<file path="src/rtl/sr_pkg.sv">
package sr_pkg;
   localparam int FLAG_N = 4;

   typedef struct packed {
      logic n;
      logic z;
      logic c;
      logic v;
   } flags_t;
endpackage

</file>
<file path="src/rtl/sr_flag_bank.sv">
module sr_flag_bank
   import sr_pkg::*;
(
   input  logic                clk,
   input  logic                rst_n,
   input  logic                wr_hit,
   input  logic [FLAG_N-1:0]   wr_flags,
   input  logic [FLAG_N-1:0]   alu_en,
   input  logic [FLAG_N-1:0]   alu_val,
   output flags_t              flags_q
);
   logic [FLAG_N-1:0] bits_q;

   for (genvar g = 0; g < FLAG_N; g++) begin : g_flag
      always_ff @(posedge clk or negedge rst_n) begin
         if (!rst_n) begin
            bits_q[g] <= 1'b0;
         end else if (wr_hit) begin
            bits_q[g] <= wr_flags[g];
         end else if (alu_en[g]) begin
            bits_q[g] <= alu_val[g];
         end
      end
   end

   assign flags_q = flags_t'(bits_q);

   // a write to the flags overrides the ALU load
   a_r3_flag_write : assert property (@(posedge clk) disable iff (!rst_n)
      wr_hit |=> (bits_q == $past(wr_flags)));

   // without a write or an enable, the flags hold
   a_r7_flag_hold : assert property (@(posedge clk) disable iff (!rst_n)
      (!wr_hit && alu_en == '0) |=> $stable(bits_q));
endmodule

</file>
<file path="src/rtl/sr_ctrl_word.sv">
module sr_ctrl_word #(
   parameter int                CTRL_W   = 28,
   parameter int                MODE_W   = 5,
   parameter logic [MODE_W-1:0] RST_MODE = 5'h13
) (
   input  logic              clk,
   input  logic              rst_n,
   input  logic              wr_en,
   input  logic [CTRL_W-1:0] wr_val,
   input  logic [CTRL_W-1:0] wr_msk,
   output logic [CTRL_W-1:0] ctrl_q
);
   localparam logic [CTRL_W-1:0] RST_WORD = CTRL_W'(RST_MODE);

   for (genvar g = 0; g < CTRL_W; g++) begin : g_bit
      always_ff @(posedge clk or negedge rst_n) begin
         if (!rst_n) begin
            ctrl_q[g] <= RST_WORD[g];
         end else if (wr_en && wr_msk[g]) begin
            ctrl_q[g] <= wr_val[g];
         end
      end
   end

   // control word holds without a write
   a_r4_ctrl_hold : assert property (@(posedge clk) disable iff (!rst_n)
      !wr_en |=> $stable(ctrl_q));

   // unmasked bits survive a write
   a_r4_unmasked_keep : assert property (@(posedge clk) disable iff (!rst_n)
      wr_en |=> ((ctrl_q & ~$past(wr_msk)) == ($past(ctrl_q) & ~$past(wr_msk))));
endmodule

</file>
<file path="src/rtl/sr_mode_event.sv">
module sr_mode_event #(
   parameter int MODE_W = 5
) (
   input  logic              clk,
   input  logic              rst_n,
   input  logic              wr_en,
   input  logic [MODE_W-1:0] cur_mode,
   input  logic [MODE_W-1:0] wr_mode,
   input  logic [MODE_W-1:0] wr_mmask,
   output logic              chg_q,
   output logic [MODE_W-1:0] mode_q
);
   logic [MODE_W-1:0] diff;
   logic [MODE_W-1:0] next_mode;
   logic              change;

   always_comb begin
      diff      = (cur_mode ^ wr_mode) & wr_mmask;
      next_mode = (cur_mode & ~wr_mmask) | (wr_mode & wr_mmask);
      change    = wr_en && (diff != '0);
   end

   always_ff @(posedge clk or negedge rst_n) begin
      if (!rst_n) begin
         chg_q  <= 1'b0;
         mode_q <= '0;
      end else begin
         chg_q <= change;
         if (change) begin
            mode_q <= next_mode;
         end
      end
   end

   // a pulse only follows an accepted write
   a_r5_after_write : assert property (@(posedge clk) disable iff (!rst_n)
      chg_q |-> $past(wr_en));

   // a write that leaves the mode alone is silent
   a_r6_no_spurious : assert property (@(posedge clk) disable iff (!rst_n)
      (wr_en && ((cur_mode ^ wr_mode) & wr_mmask) == '0) |=> !chg_q);
endmodule

</file>
<file path="src/rtl/status_word_reg.sv">
module status_word_reg
   import sr_pkg::*;
#(
   parameter int                WORD_W   = 32,
   parameter int                MODE_W   = 5,
   parameter logic [MODE_W-1:0] RST_MODE = 5'h13
) (
   input  logic              clk,
   input  logic              rst_n,
   input  logic              wr_en,
   input  logic [WORD_W-1:0] wr_data,
   input  logic [WORD_W-1:0] wr_mask,
   input  logic [3:0]        alu_flag_en,
   input  logic [3:0]        alu_flag_val,
   output logic [WORD_W-1:0] rd_word,
   output logic              mode_chg,
   output logic [MODE_W-1:0] mode_new
);
   localparam int CTRL_W = WORD_W - FLAG_N;

   if (FLAG_N != 4) begin : g_chk_flags
      $error("status_word_reg: exactly four flags are supported");
   end
   if (MODE_W < 1 || MODE_W >= CTRL_W) begin : g_chk_mode
      $error("status_word_reg: mode field must fit below the flags");
   end

   flags_t            flags_q;
   logic [CTRL_W-1:0] ctrl_q;
   logic              flag_hit;

   assign flag_hit = wr_en && (wr_mask[WORD_W-1 -: FLAG_N] != '0);

   sr_flag_bank i_flags (
      .clk      (clk),
      .rst_n    (rst_n),
      .wr_hit   (flag_hit),
      .wr_flags (wr_data[WORD_W-1 -: FLAG_N]),
      .alu_en   (alu_flag_en),
      .alu_val  (alu_flag_val),
      .flags_q  (flags_q)
   );

   sr_ctrl_word #(
      .CTRL_W   (CTRL_W),
      .MODE_W   (MODE_W),
      .RST_MODE (RST_MODE)
   ) i_ctrl (
      .clk    (clk),
      .rst_n  (rst_n),
      .wr_en  (wr_en),
      .wr_val (wr_data[CTRL_W-1:0]),
      .wr_msk (wr_mask[CTRL_W-1:0]),
      .ctrl_q (ctrl_q)
   );

   sr_mode_event #(
      .MODE_W (MODE_W)
   ) i_mode (
      .clk      (clk),
      .rst_n    (rst_n),
      .wr_en    (wr_en),
      .cur_mode (ctrl_q[MODE_W-1:0]),
      .wr_mode  (wr_data[MODE_W-1:0]),
      .wr_mmask (wr_mask[MODE_W-1:0]),
      .chg_q    (mode_chg),
      .mode_q   (mode_new)
   );

   assign rd_word = {flags_q, ctrl_q};

   // the reported mode matches what a read shows during the pulse
   a_r5_mode_match : assert property (@(posedge clk) disable iff (!rst_n)
      mode_chg |-> (rd_word[MODE_W-1:0] == mode_new));

   // a pulse without a new write lasts one cycle
   a_r5_one_cycle : assert property (@(posedge clk) disable iff (!rst_n)
      (mode_chg && !wr_en) |=> !mode_chg);
endmodule

</file>
<file path="config.mk">
export PLATFORM = sky130hd
export DESIGN_NAME = status_word_reg
export DESIGN_NICKNAME = d
export VERILOG_FILES = /design/src/rtl/sr_pkg.sv /design/src/rtl/sr_flag_bank.sv /design/src/rtl/sr_ctrl_word.sv /design/src/rtl/sr_mode_event.sv /design/src/rtl/status_word_reg.sv
export SDC_FILE = /design/constraint.sdc
export NUM_CORES = 1
export LEC_CHECK = 0
export ABC_AREA = 1
export BUFFER_PORTS_ARGS = -buffer_cell sky130_fd_sc_hd__buf_2
export CORE_MARGIN = 1
export CORE_UTILIZATION = 43
export CTS_BUF_LIST = sky130_fd_sc_hd__clkbuf_8
export CTS_CLUSTER_SIZE = 24
export DETAILED_ROUTE_END_ITERATION = 12
export PLACE_DENSITY = 0.88
export SLEW_MARGIN = 20
export SYNTH_ARGS = -nofsm -noshare
export SYNTH_HDL_FRONTEND = slang
export SYNTH_SLANG_ARGS = --single-unit
</file>
<file path="constraint.sdc">
create_clock -name clk -period 1.35 [get_ports clk]
set_clock_uncertainty 0.1 [all_clocks]
set_input_delay 0.0675 -clock clk [delete_from_list [all_inputs] [get_ports clk]]
set_output_delay 0.0675 -clock clk [all_outputs]
set_load 0.01 [all_outputs]
</file>
* Yosys cells after proc, flatten, opt, wreduce, memory -nomap -nowiden *
Index checks and enable logic that the tools add are counted.

word-level totals
  flip-flop bits (word level) = 38
  latch bits = 0
  RAM bits = 0
  ROM bits = 0
  output and inout port bits = 38
  memories kept = 0

cells by class
  $add $sub $neg = 0
  multiply operators = 0
  div/mod/pow operators = 0
  magnitude comparators = 0
  equality and inequality tests = 0
  shifts and indexed selects = 0
  muxes and demuxes = 8
  bitwise gates (word level) = 6
  reduce and logical (&&, ||, !) cells = 36

operators by type and width
  kind                 number
  $logic_and A1 B1 Y1  30
  $and A5 B5 Y5        3
  $mux W1              8
  $reduce_bool A2 Y1   4
  $not A5 Y5           1
  $or A5 B5 Y5         1
  $reduce_bool A5 Y1   1
  $xor A5 B5 Y5        1
  $reduce_bool A4 Y1   1

* Depth between registers and ports, before layout *
Gate-level depths: netlist of the first run.

  depth in word-level cells = 4
  mapped depth = 8
  gate-level depth less buffers = 8

* Hierarchy *
Synthesis of the first run repeated with hierarchy kept, for this count alone.

second synthesis, totals
  cell total of the unflattened synthesis = 250
  area total of the unflattened synthesis = 1878.1 µm²

modules (own cells, without submodules)
  module           times used  cells each  area an instance (µm²)
  sr_ctrl_word     1           146         1217.4
  sr_mode_event    1           63          415.4
  sr_flag_bank     1           37          229.0
  status_word_reg  1           4           16.3

* Least setup slack after synthesis of the first run *
OpenSTA, ideal clock, no wires.

  kind = reg2reg
  start = register i_ctrl.ctrl_q[1]
  end = register i_mode.mode_q[0]
  library setup time = 66 ps
  arrival time = 1112 ps
  setup slack = 72 ps
  cell stages (with the launch flop) = 9
  cells stage by stage = dfstp_2 inv_1 nand2_1 nand3_1 nand2_2 inv_1 nand2_1 nand3_1 nand2_1

between the ends
  cells in the longest elaborated chain, start to end = 4

ends and longest elaborated chain
  what                               line                 source
  from (decl)                        sr_ctrl_word.sv:11   output logic [CTRL_W-1:0] ctrl_q
  from (signal, indexed assignment)  sr_ctrl_word.sv:18   ctrl_q[g] <= RST_WORD[g];
  from (signal, indexed assignment)  sr_ctrl_word.sv:20   ctrl_q[g] <= wr_val[g];
  $xor A5 B5 Y5                      sr_mode_event.sv:18  diff = (cur_mode ^ wr_mode) & wr_mmask;
  $and A5 B5 Y5                      sr_mode_event.sv:18
  $reduce_bool A5 Y1                 sr_mode_event.sv:20  change = wr_en && (diff != '0);
  $logic_and A1 B1 Y1                sr_mode_event.sv:20
  to (signal assigned)               sr_mode_event.sv:30  mode_q <= next_mode;
  to (decl)                          sr_mode_event.sv:11  output logic [MODE_W-1:0] mode_q

No other way between the ends.
A chain may end at the register's enable or synchronous reset.

* Worst setup path after layout of the first run *
  start = register i_ctrl.ctrl_q[0]
  end = register i_mode.mode_q[2]

Same word-level chain as after synthesis.

==> metrics, run 1 <==
Placement Setup Slack -0.01219 ns; Synth Cell Area 0.001743 mm^2; Detailed Route WL 6126 um; final worst setup slack 0.009086 ns; Synthesized Nets between 200 and 300; Worst Setup End Kind flip-flop; Fill cells 224; grt met2 use 0.5217; Port-buffer cells 112; Initial Util 0.4622; synth unique cells 17; CP max FO 6; antenna violations before repair 0; period utilisation layout 0.9933; Max-slew headroom 0.6929; die width approximately 66 um; DIE HEIGHT 65.67 um; Antenna Nets Post-Route 0; run status complete, no violations; Mapped Cells roughly 200; IO Count between 100 and 150; # DRC 0; syn_area_per_cell 8.671 um^2; row count 22; R2R setup slack 0.009 ns; maximum clock frequency 745.8 MHz; vias in the first global route 2,132; CTS HTree Levels 2; Global Route met3 Usage 0.05903; drt initial violations ~110; Final Max Tran Viols 0; CTS tree yes; vias per cell between 4 and 5; Worst R2R End i_mode.mode_q[2]$_DFFE_PN0P_; Hold Path Sink i_ctrl.ctrl_q[3]$_DFFE_PN0P_; Final Hold Fails 0; Hold Crit Start wr_mask[3]; nets@finish 453; crit path launch type flip-flop; first-pass GRT wire length 9177 um; largest net degree at the start of global routing 39; DRT Pass-1 Iters 7; hold depth 3; RSZ-0062 raised after global routing yes; DR vias 2,126; Tmin final 1.341 ns; Ys Warns 0; P&R area growth vs syn 78.68%; diode count 0; CP Data Arrival Time 1.41 ns; Layout Utilization 0.8258; Core Area 0.003771 mm^2; Routed WL per cell 14.35 um; Final setup viols 0; power density cells 973.9 mW/mm^2; R2R cell count 7; hold crit path type in -> reg; share of layout cells above drive strength 1 0.3747; Clock transition at path regs 0.07 ns; WHS 0.005416 ns; Die ar. between 0.004 and 0.005 mm^2; flop and latch count out of synthesis 38; routing usage on met1 0.3169; Top Usage Layer GRT met2; maximum VDD drop around 770 uV; grt ovf 0; sequential area share after synthesis 0.5477; Clock Tree Root clkbuf_8; Final GP Congestion 0.8421; slew at the pin closest to its max-slew limit between 0.4 and 0.5 ns; CP Class reg -> reg; total routing usage reported by global routing 0.2859; CP Data Required Time 1.42 ns; CTS Sinks 38; insertion delay to the later sink of the worst-skew pair 0.28 ns; maxcap violations 0; post-detail-place hpwl 3112 um; R2R Path Start i_ctrl.ctrl_q[0]$_DFFE_PN1P_; Num CTS Buffers 5; Leakage 0.001652 uW; deepest clock path buffer count 2
what timing repair did:
item	4_1_cts	5_1_grt
gates cloned	0	0
buffers inserted	0	1
setup endpoints to repair	5	6
pin swaps	0	11
gates resized for setup	1	14
hold buffers	60	0
hold endpoints to repair	67	0
state kept, by name (all words and copies together) (netlist names):
signal,count
i_mode.chg_q,1
i_flags.flags_q,4
i_ctrl.ctrl_q,28
i_mode.mode_q,5
area by class of cell:
cell class,instances,area [um^2],area share
timing repair buffer,176,1191,0.3825
inverter,36,135.1,0.04339
clock inverter,2,8.758,0.002812
sequential,38,954.7,0.3065
clock buffer,6,82.58,0.02652
multi-input combinational,121,681.9,0.2190
tap,48,60.06,0.01928
per-stage QoR:
step                      std cells  area (um^2)  TNS [ns]  total power [uW]
after floorplan                 201         1743         0              1721
after global placement          358         2357         0              2048
after detailed placement        358         2357  -0.01219              2078
after CTS                       426         3052         0              2974
after global routing            427         3114   -0.1744              3218
final                           427         3114         0              3033
cells in the mapped netlist, drive strengths merged:
library cell | n | area, um^2
a21oi | 23 | 115.1
mux2i | 4 | 40.04
nand2 | 41 | 156.4
buf | 5 | 25.02
clkbuf | 1 | 3.750
nor4 | 1 | 6.260
dfrtp | 35 | 875.8
nand3 | 11 | 60.06
or2 | 1 | 6.260
inv | 36 | 135.1
a31oi | 23 | 143.9
nor2 | 2 | 7.510
dfstp | 3 | 78.83
o21ai | 14 | 70.07
o21bai | 1 | 18.77
metal layers:
layer,vias up,routed length [um],share of wire
li1,1025,-,-
met1,982,2296,0.37
met2,101,3232,0.53
met3,18,419,0.068
met4,0,177,0.029
met5,-,0,0
cell families (layout without fill, tap and decap cells):
family / after synthesis / after routing / synth area share
AOI/OAI and AO/OA: 61 / 61 / 0.1996
DFF: 38 / 38 / 0.5477
muxes: 4 / 4 / 0.02297
and+or+nand+nor: 56 / 56 / 0.1357
buffers and inverters: 42 / 220 / 0.09404
cells in the final DEF (no fill, tap or decap), types with 2 or more instances in the layout:
cell type / count
nand2_1: 38
inv_1: 35
o21ai_0: 14
nand2_4: 2
dlygate4sd3_1: 60
buf_4: 4
dfrtp_1: 35
mux2i_1: 4
a31oi_1: 23
dfstp_2: 3
clkbuf_8: 6
inv_2: 2
nand3_2: 9
a21oi_1: 23
nand3_1: 2
buf_2: 112
worst max path at each step:
stage	from	to	cells after the start
after floorplan	i_ctrl.ctrl_q[1]$_DFFE_PN1P_	i_mode.mode_q[0]$_DFFE_PN0P_	8
after global placement	i_ctrl.ctrl_q[4]$_DFFE_PN1P_	i_mode.mode_q[1]$_DFFE_PN0P_	7
after detailed placement	i_ctrl.ctrl_q[1]$_DFFE_PN1P_	i_mode.mode_q[3]$_DFFE_PN0P_	8
after CTS	i_ctrl.ctrl_q[1]$_DFFE_PN1P_	i_mode.mode_q[3]$_DFFE_PN0P_	8
after global routing	i_ctrl.ctrl_q[0]$_DFFE_PN1P_	i_mode.mode_q[2]$_DFFE_PN0P_	8
final	i_ctrl.ctrl_q[0]$_DFFE_PN1P_	i_mode.mode_q[2]$_DFFE_PN0P_	7
power by group:
part | internal, uW | leakage, uW | total [uW] | switching (uW)
registers | 1300 | 0.000433 | 1390 | 95.2
clock network | 404 | 0.0000524 | 765 | 361
logic | 430 | 0.00117 | 874 | 444
critical path: stages, from the launching register on:
cell	delay, ns
dfstp_2	0.56
inv_1	0.05
nand2_1	0.09
nand3_2	0.10
nand3_2	0.11
o21bai_4	0.10
nand2_1	0.07
nand2_1	0.06
(Power assumes the default switching activity.)
==> inputs of run 2 (changes only) <==
--- a/config.mk
+++ b/config.mk
@@ -13,6 +13,7 @@
 export CTS_CLUSTER_SIZE = 24
 export DETAILED_ROUTE_END_ITERATION = 12
 export PLACE_DENSITY = 0.88
+export SETUP_SLACK_MARGIN = 0.15
 export SLEW_MARGIN = 20
 export SYNTH_ARGS = -nofsm -noshare
 export SYNTH_HDL_FRONTEND = slang
==> metrics, run 2 (same netlist as run 1, synthesis figures left out) <==
run status finished, violations left; failing checks negative setup slack; CP max FO 5; hold crit path type in -> reg; CTS Sinks 38; Final setup viols 1; largest register by flop count i_ctrl.ctrl_q; CTS HTree Levels 2; power density cells 1072 mW/mm^2; maxcap violations 0; DRT Pass-1 Iters 4; drt initial violations 92; antenna violations before repair 0; maximum clock frequency 736.3 MHz; largest net degree at the start of global routing 33; share of layout cells above drive strength 1 0.3838; vias in the first global route ~2k; grt met2 use 0.5408; CP Class reg -> reg; CP Data Required Time 1.42 ns; Clock transition at path regs 0.07 ns; CP Data Arrival Time 1.43 ns; Top Usage Layer GRT met2; Global Route met3 Usage 0.07639; Worst Setup End Kind flip-flop; Final GP Congestion approximately 0.78; first-pass GRT wire length 9183 um; Detailed Route WL 6276 um; most common cell after layout, fill and taps aside buf_2; Placement Setup Slack 0.03759 ns; Final Hold Fails 0; WHS approximately 0.0032 ns; final worst setup slack -0.008126 ns; row count 22; Initial Util 0.4622; RSZ-0062 raised after global routing yes; routing usage on met1 0.2954; grt ovf 0; period utilisation layout 1.006; Max-slew headroom 0.6968; commonest cells after routing, fill and taps aside buf_2, dlygate4sd3_1, nand2_1, dfrtp_1, inv_1; total routing usage reported by global routing 0.2925; post-detail-place hpwl 3152 um; Num CTS Buffers 5; Design Power ~3500 uW; DIE HEIGHT 65.67 um; Antenna Nets Post-Route 0; nets@finish around 460; placed cell areas 0.002372 mm^2; IO Count 113; CTS tree yes; Clock Tree Root clkbuf_8; DR vias 2,193; slew at the pin closest to its max-slew limit 0.4532 ns; Core Area 0.003771 mm^2; final instance area 0.003241 mm^2; Die ar. 0.004312 mm^2; die width ~66 um; Final Max Tran Viols 0; deepest clock path buffer count 2; diode count 0; Leakage between 0.0015 and 0.002 uW; vias per cell 5.088; P&R area growth vs syn 85.93%; crit path launch type flip-flop; insertion delay to the later sink of the worst-skew pair between 0.2 and 0.3 ns; Layout Utilization 0.8593; maximum VDD drop ~720 uV; Routed WL per cell 14.56 um; number of flip-flops in the largest register 28; Port-buffer cells 112; # DRC 0; Tmin final 1.358 ns
run 2: cell count changes in the layout (fill, tap and decap cells not counted), moves of 2 or more:
cell / delta
buf_6: +2
bufinv_16: +2
dlygate4sd3_1: +3
nand2_2: +2
nand2_1: -2
run 2: what timing repair did:
item                                    CTS  global route
endpoints found under the hold margin    67             0
pin swaps                                 8             6
gates resized for setup                  10            10
hold buffers                             63             0
endpoints found under the setup margin    6             7
setup buffers                             1             1
run 2: final timing paths:
path / start / end / slack, ns / cells past startpoint
max in group asynchronous: rst_n / i_ctrl.ctrl_q[1]$_DFFE_PN1P_ / 0.46 / 3
max reg2reg: i_ctrl.ctrl_q[0]$_DFFE_PN1P_ / i_mode.mode_q[2]$_DFFE_PN0P_ / -0.008 / 7
min reg2reg: i_mode.mode_q[3]$_DFFE_PN0P_ / i_mode.mode_q[3]$_DFFE_PN0P_ / 0.39 / 2
max: i_ctrl.ctrl_q[0]$_DFFE_PN1P_ / i_mode.mode_q[2]$_DFFE_PN0P_ / -0.008 / 7
min in group asynchronous: rst_n / i_ctrl.ctrl_q[19]$_DFFE_PN0P_ / 0.16 / 2
min: alu_flag_val[3] / i_flags.flags_q[3]$_DFFE_PN0P_ / 0.003 / 3
run 2: through the flow:
step                      setup TNS, ns  std cells
after floorplan                       0        201
after global placement                0        358
after detailed placement              0        358
after CTS                             0        430
after global routing            -0.3241        431
final                         -0.008126        431
run 2: worst max-delay path: stages (launching register included):
cell     delay [ns]
dfstp_2        0.58
nand2_2        0.06
nand3_2        0.09
nand2_2        0.08
nor2_4         0.12
nand2_4        0.09
nand3_2        0.08
nand2_1        0.05
run 2: cell type report:
cell class | count | area [um^2]
tap | 48 | 60.06
multi-input combinational | 121 | 696.9
fill | 188 | 530.5
clock buffer | 6 | 82.58
sequential | 38 | 954.7
timing repair buffer | 180 | 1251
inverter | 36 | 135.1
clock inverter | 2 | 60.06
run 2: where the power goes:
| group | leakage [uW] | switching [uW] | total, uW | internal [uW] |
|---|---|---|---|---|
| Clock | 0.0000714 | 382 | 1170 | 788 |
| Combinational | 0.00119 | 457 | 910 | 453 |
| Sequential | 0.000433 | 96.2 | 1390 | 1300 |
run 2: per-layer routing:
layer | routed length, um | up-vias
met1 | 2337 | 1009
met2 | 3198 | 131
met5 | 0 | -
met4 | 234 | 0
met3 | 505 | 23
li1 | - | 1030
==> inputs of run 3 (changes only) <==
--- a/config.mk
+++ b/config.mk
@@ -8,13 +8,15 @@
 export ABC_AREA = 1
 export BUFFER_PORTS_ARGS = -buffer_cell sky130_fd_sc_hd__buf_2
 export CORE_MARGIN = 1
-export CORE_UTILIZATION = 43
+export CORE_UTILIZATION = 45
 export CTS_BUF_LIST = sky130_fd_sc_hd__clkbuf_8
+export CTS_CLUSTER_DIAMETER = 80
 export CTS_CLUSTER_SIZE = 24
 export DETAILED_ROUTE_END_ITERATION = 12
-export PLACE_DENSITY = 0.88
+export PLACE_DENSITY = 0.9
 export SETUP_SLACK_MARGIN = 0.15
 export SLEW_MARGIN = 20
 export SYNTH_ARGS = -nofsm -noshare
 export SYNTH_HDL_FRONTEND = slang
+export SYNTH_HIERARCHICAL = 1
 export SYNTH_SLANG_ARGS = --single-unit
==> metrics, run 3 <==
run status complete, no violations; insertion delay to the later sink of the worst-skew pair 0.27 ns; CTS HTree Levels 2; nets@finish 513; slew at the pin closest to its max-slew limit 0.4720 ns; post-detail-place hpwl 3336 um; DRT Pass-1 Iters 4; first-pass GRT wire length 9956 um; R2R Path Start i_ctrl/ctrl_q[4]$_DFFE_PN1P_; CTS tree yes; Routed WL per cell between 10 and 15 um; Final GP Congestion 0.7508; CP Data Required Time 1.47 ns; CP max FO 5; flop and latch count out of synthesis 38; EDFF count, synth 0; total routing usage reported by global routing 0.3017; Num CTS Buffers 5; Leakage 0.001912 uW; row count 23; maximum clock frequency 752.9 MHz; DR vias 2,430; syn_area_per_cell 7.512 um^2; maxcap violations 0; Final Max Tran Viols 0; CP Data Arrival Time 1.44 ns; share of synthesized registers carrying an async set or reset 1.000; vias per cell between 4 and 5; hold depth 3; synth unique cells 17; power density cells 900.6 mW/mm^2; most common cell after layout, fill and taps aside nand2_1; CTS Sinks 38; synth cell count leaders nand2_1, nand3_1, dfrtp_1; Cell Count, Final, Fillers Out approximately 490; Tmin final 1.328 ns; IO Count between 100 and 150; Max-slew headroom 0.6854; Placement Setup Slack 0.03946 ns; Final setup viols 0; Inst Count DP 410; RSZ-0062 raised after global routing yes; ys flop type dfrtp_1; Synthesized Nets around 330; Core Area roughly 0.0040 mm^2; grt ovf 0; hold crit path type in -> reg; Ys Warns 6; P&R area growth vs syn 78.55%; commonest cells after routing, fill and taps aside nand2_1, buf_2, dlygate4sd3_1, dfrtp_1, nand3_1; Synth Cell Area 0.001878 mm^2; Layout Utilization 0.8383; Worst Setup End Kind flip-flop; Yosys top cell area share 0.4664; diode count 0; DIE HEIGHT about 67 um; Port-buffer cells 112; # DRC 0; sequential area share after synthesis 0.5083; Synth area leader dfrtp_1; share of layout cells above drive strength 1 0.3470; antenna violations before repair 0; R2R setup slack ~0.022 ns; placed cell areas 0.002489 mm^2; Clock transition at path regs 0.07 ns; most common cell in the netlist nand2_1; largest net degree at the start of global routing 28; Detailed Route WL between 6000 and 7000 um; Die ar. 0.004436 mm^2; Worst R2R End i_mode/mode_q[2]$_DFFE_PN0P_; crit path launch type flip-flop; largest register by flop count i_ctrl/ctrl_q; Mapped Cells 250; vias in the first global route 2,415; number of flip-flops in the largest register 28; drt initial violations 85; final instance area 0.003353 mm^2; Antenna Nets Post-Route 0; Hold Path Sink i_ctrl/ctrl_q[4]$_DFFE_PN1P_; period utilisation layout 0.9839; deepest clock path buffer count 2; CP Class reg -> reg; Clock Tree Root clkbuf_8; Setup TNS Final 0 ns; final worst setup slack 0.02180 ns; top cells by area, synth dfrtp_1, nand2_1, nand3_1; maximum VDD drop between 600 and 700 uV; Hold Crit Start wr_en; Final Hold Fails 0; R2R cell count 8; die width 66.60 um; Initial Util 0.4695
[run 3: changes by cell type after synthesis, sizes merged, moves of 4 or more]
| cell | before | now |
|---|---|---|
| mux2i | 4 | 0 |
| o21ai | 14 | 4 |
| a21oi | 23 | 1 |
| nand3 | 11 | 43 |
| nand2 | 41 | 126 |
| inv | 36 | 26 |
| a31oi | 23 | 0 |
[run 3: cell type report]
type / instances / area, um^2
timing repair buffer: 187 / 1321
clock buffer: 5 / 68.82
sequential: 38 / 954.7
inverter: 26 / 97.59
clock inverter: 2 / 7.507
tap: 50 / 62.56
multi-input combinational: 180 / 840.8
fill: 240 / 646.9
[run 3: worst max-delay path by stage]
stage / startpoint / to / cells past startpoint
after floorplan: i_ctrl/ctrl_q[0]$_DFFE_PN1P_ / i_mode/mode_q[1]$_DFFE_PN0P_ / 7
after global placement: i_ctrl/ctrl_q[0]$_DFFE_PN1P_ / i_mode/mode_q[2]$_DFFE_PN0P_ / 7
after detailed placement: i_ctrl/ctrl_q[4]$_DFFE_PN1P_ / i_mode/mode_q[0]$_DFFE_PN0P_ / 7
after CTS: i_ctrl/ctrl_q[4]$_DFFE_PN1P_ / i_mode/mode_q[0]$_DFFE_PN0P_ / 7
after global routing: i_ctrl/ctrl_q[1]$_DFFE_PN1P_ / i_mode/mode_q[1]$_DFFE_PN0P_ / 7
final: i_ctrl/ctrl_q[4]$_DFFE_PN1P_ / i_mode/mode_q[2]$_DFFE_PN0P_ / 8
[run 3: per-layer routing]
metal  global-route usage  part of all wire  wire (um)
met3              0.08390             0.067        446
met4               0.1995             0.053        351
met2               0.5543              0.54       3546
met5                    0                 0          0
met1               0.2880              0.34       2266
[run 3: worst max-delay path: stages, from the launching register on]
cell and delay, ns:
dfstp_2 0.56, inv_2 0.05, nand2_2 0.05, nand3_2 0.11, nand2_2 0.11, nor2_4 0.04
nand2_4 0.10, nand3_2 0.08, nand2_1 0.08
[run 3: stage by stage]
| stage | total power, uW | hold WS (ns) |
|---|---|---|
| 3_3_place_gp | 2063 | -0.05929 |
| 3_5_place_dp | 2094 | -0.05268 |
| 2_1_floorplan | 1740 | -0.3281 |
| 6_report | 3020 | 0.02601 |
| 4_1_cts | 2972 | 0.01027 |
| 5_1_grt | 3209 | 0.04244 |
[run 3: timing repair]
item,CTS,global route
setup endpoints to repair,6,8
hold buffers,69,0
hold endpoints to repair,70,0
resized for setup,10,13
pin swaps,13,9
buffers inserted,2,0
[run 3: logic make-up after synthesis]
group / Yosys count / share of synthesized area
flops: 38 / 0.5083
mux: 1 / 0.005996
simple gates: 173 / 0.3798
compound gates: 6 / 0.02332
buf+inv: 32 / 0.08261
[run 3: power breakdown]
part	total [uW]	internal [uW]	switching, uW	leakage, uW
sequential	1390	1300	95.1	0.000463
clock	686	340	346	0.0000466
combinational	943	465	477	0.00140
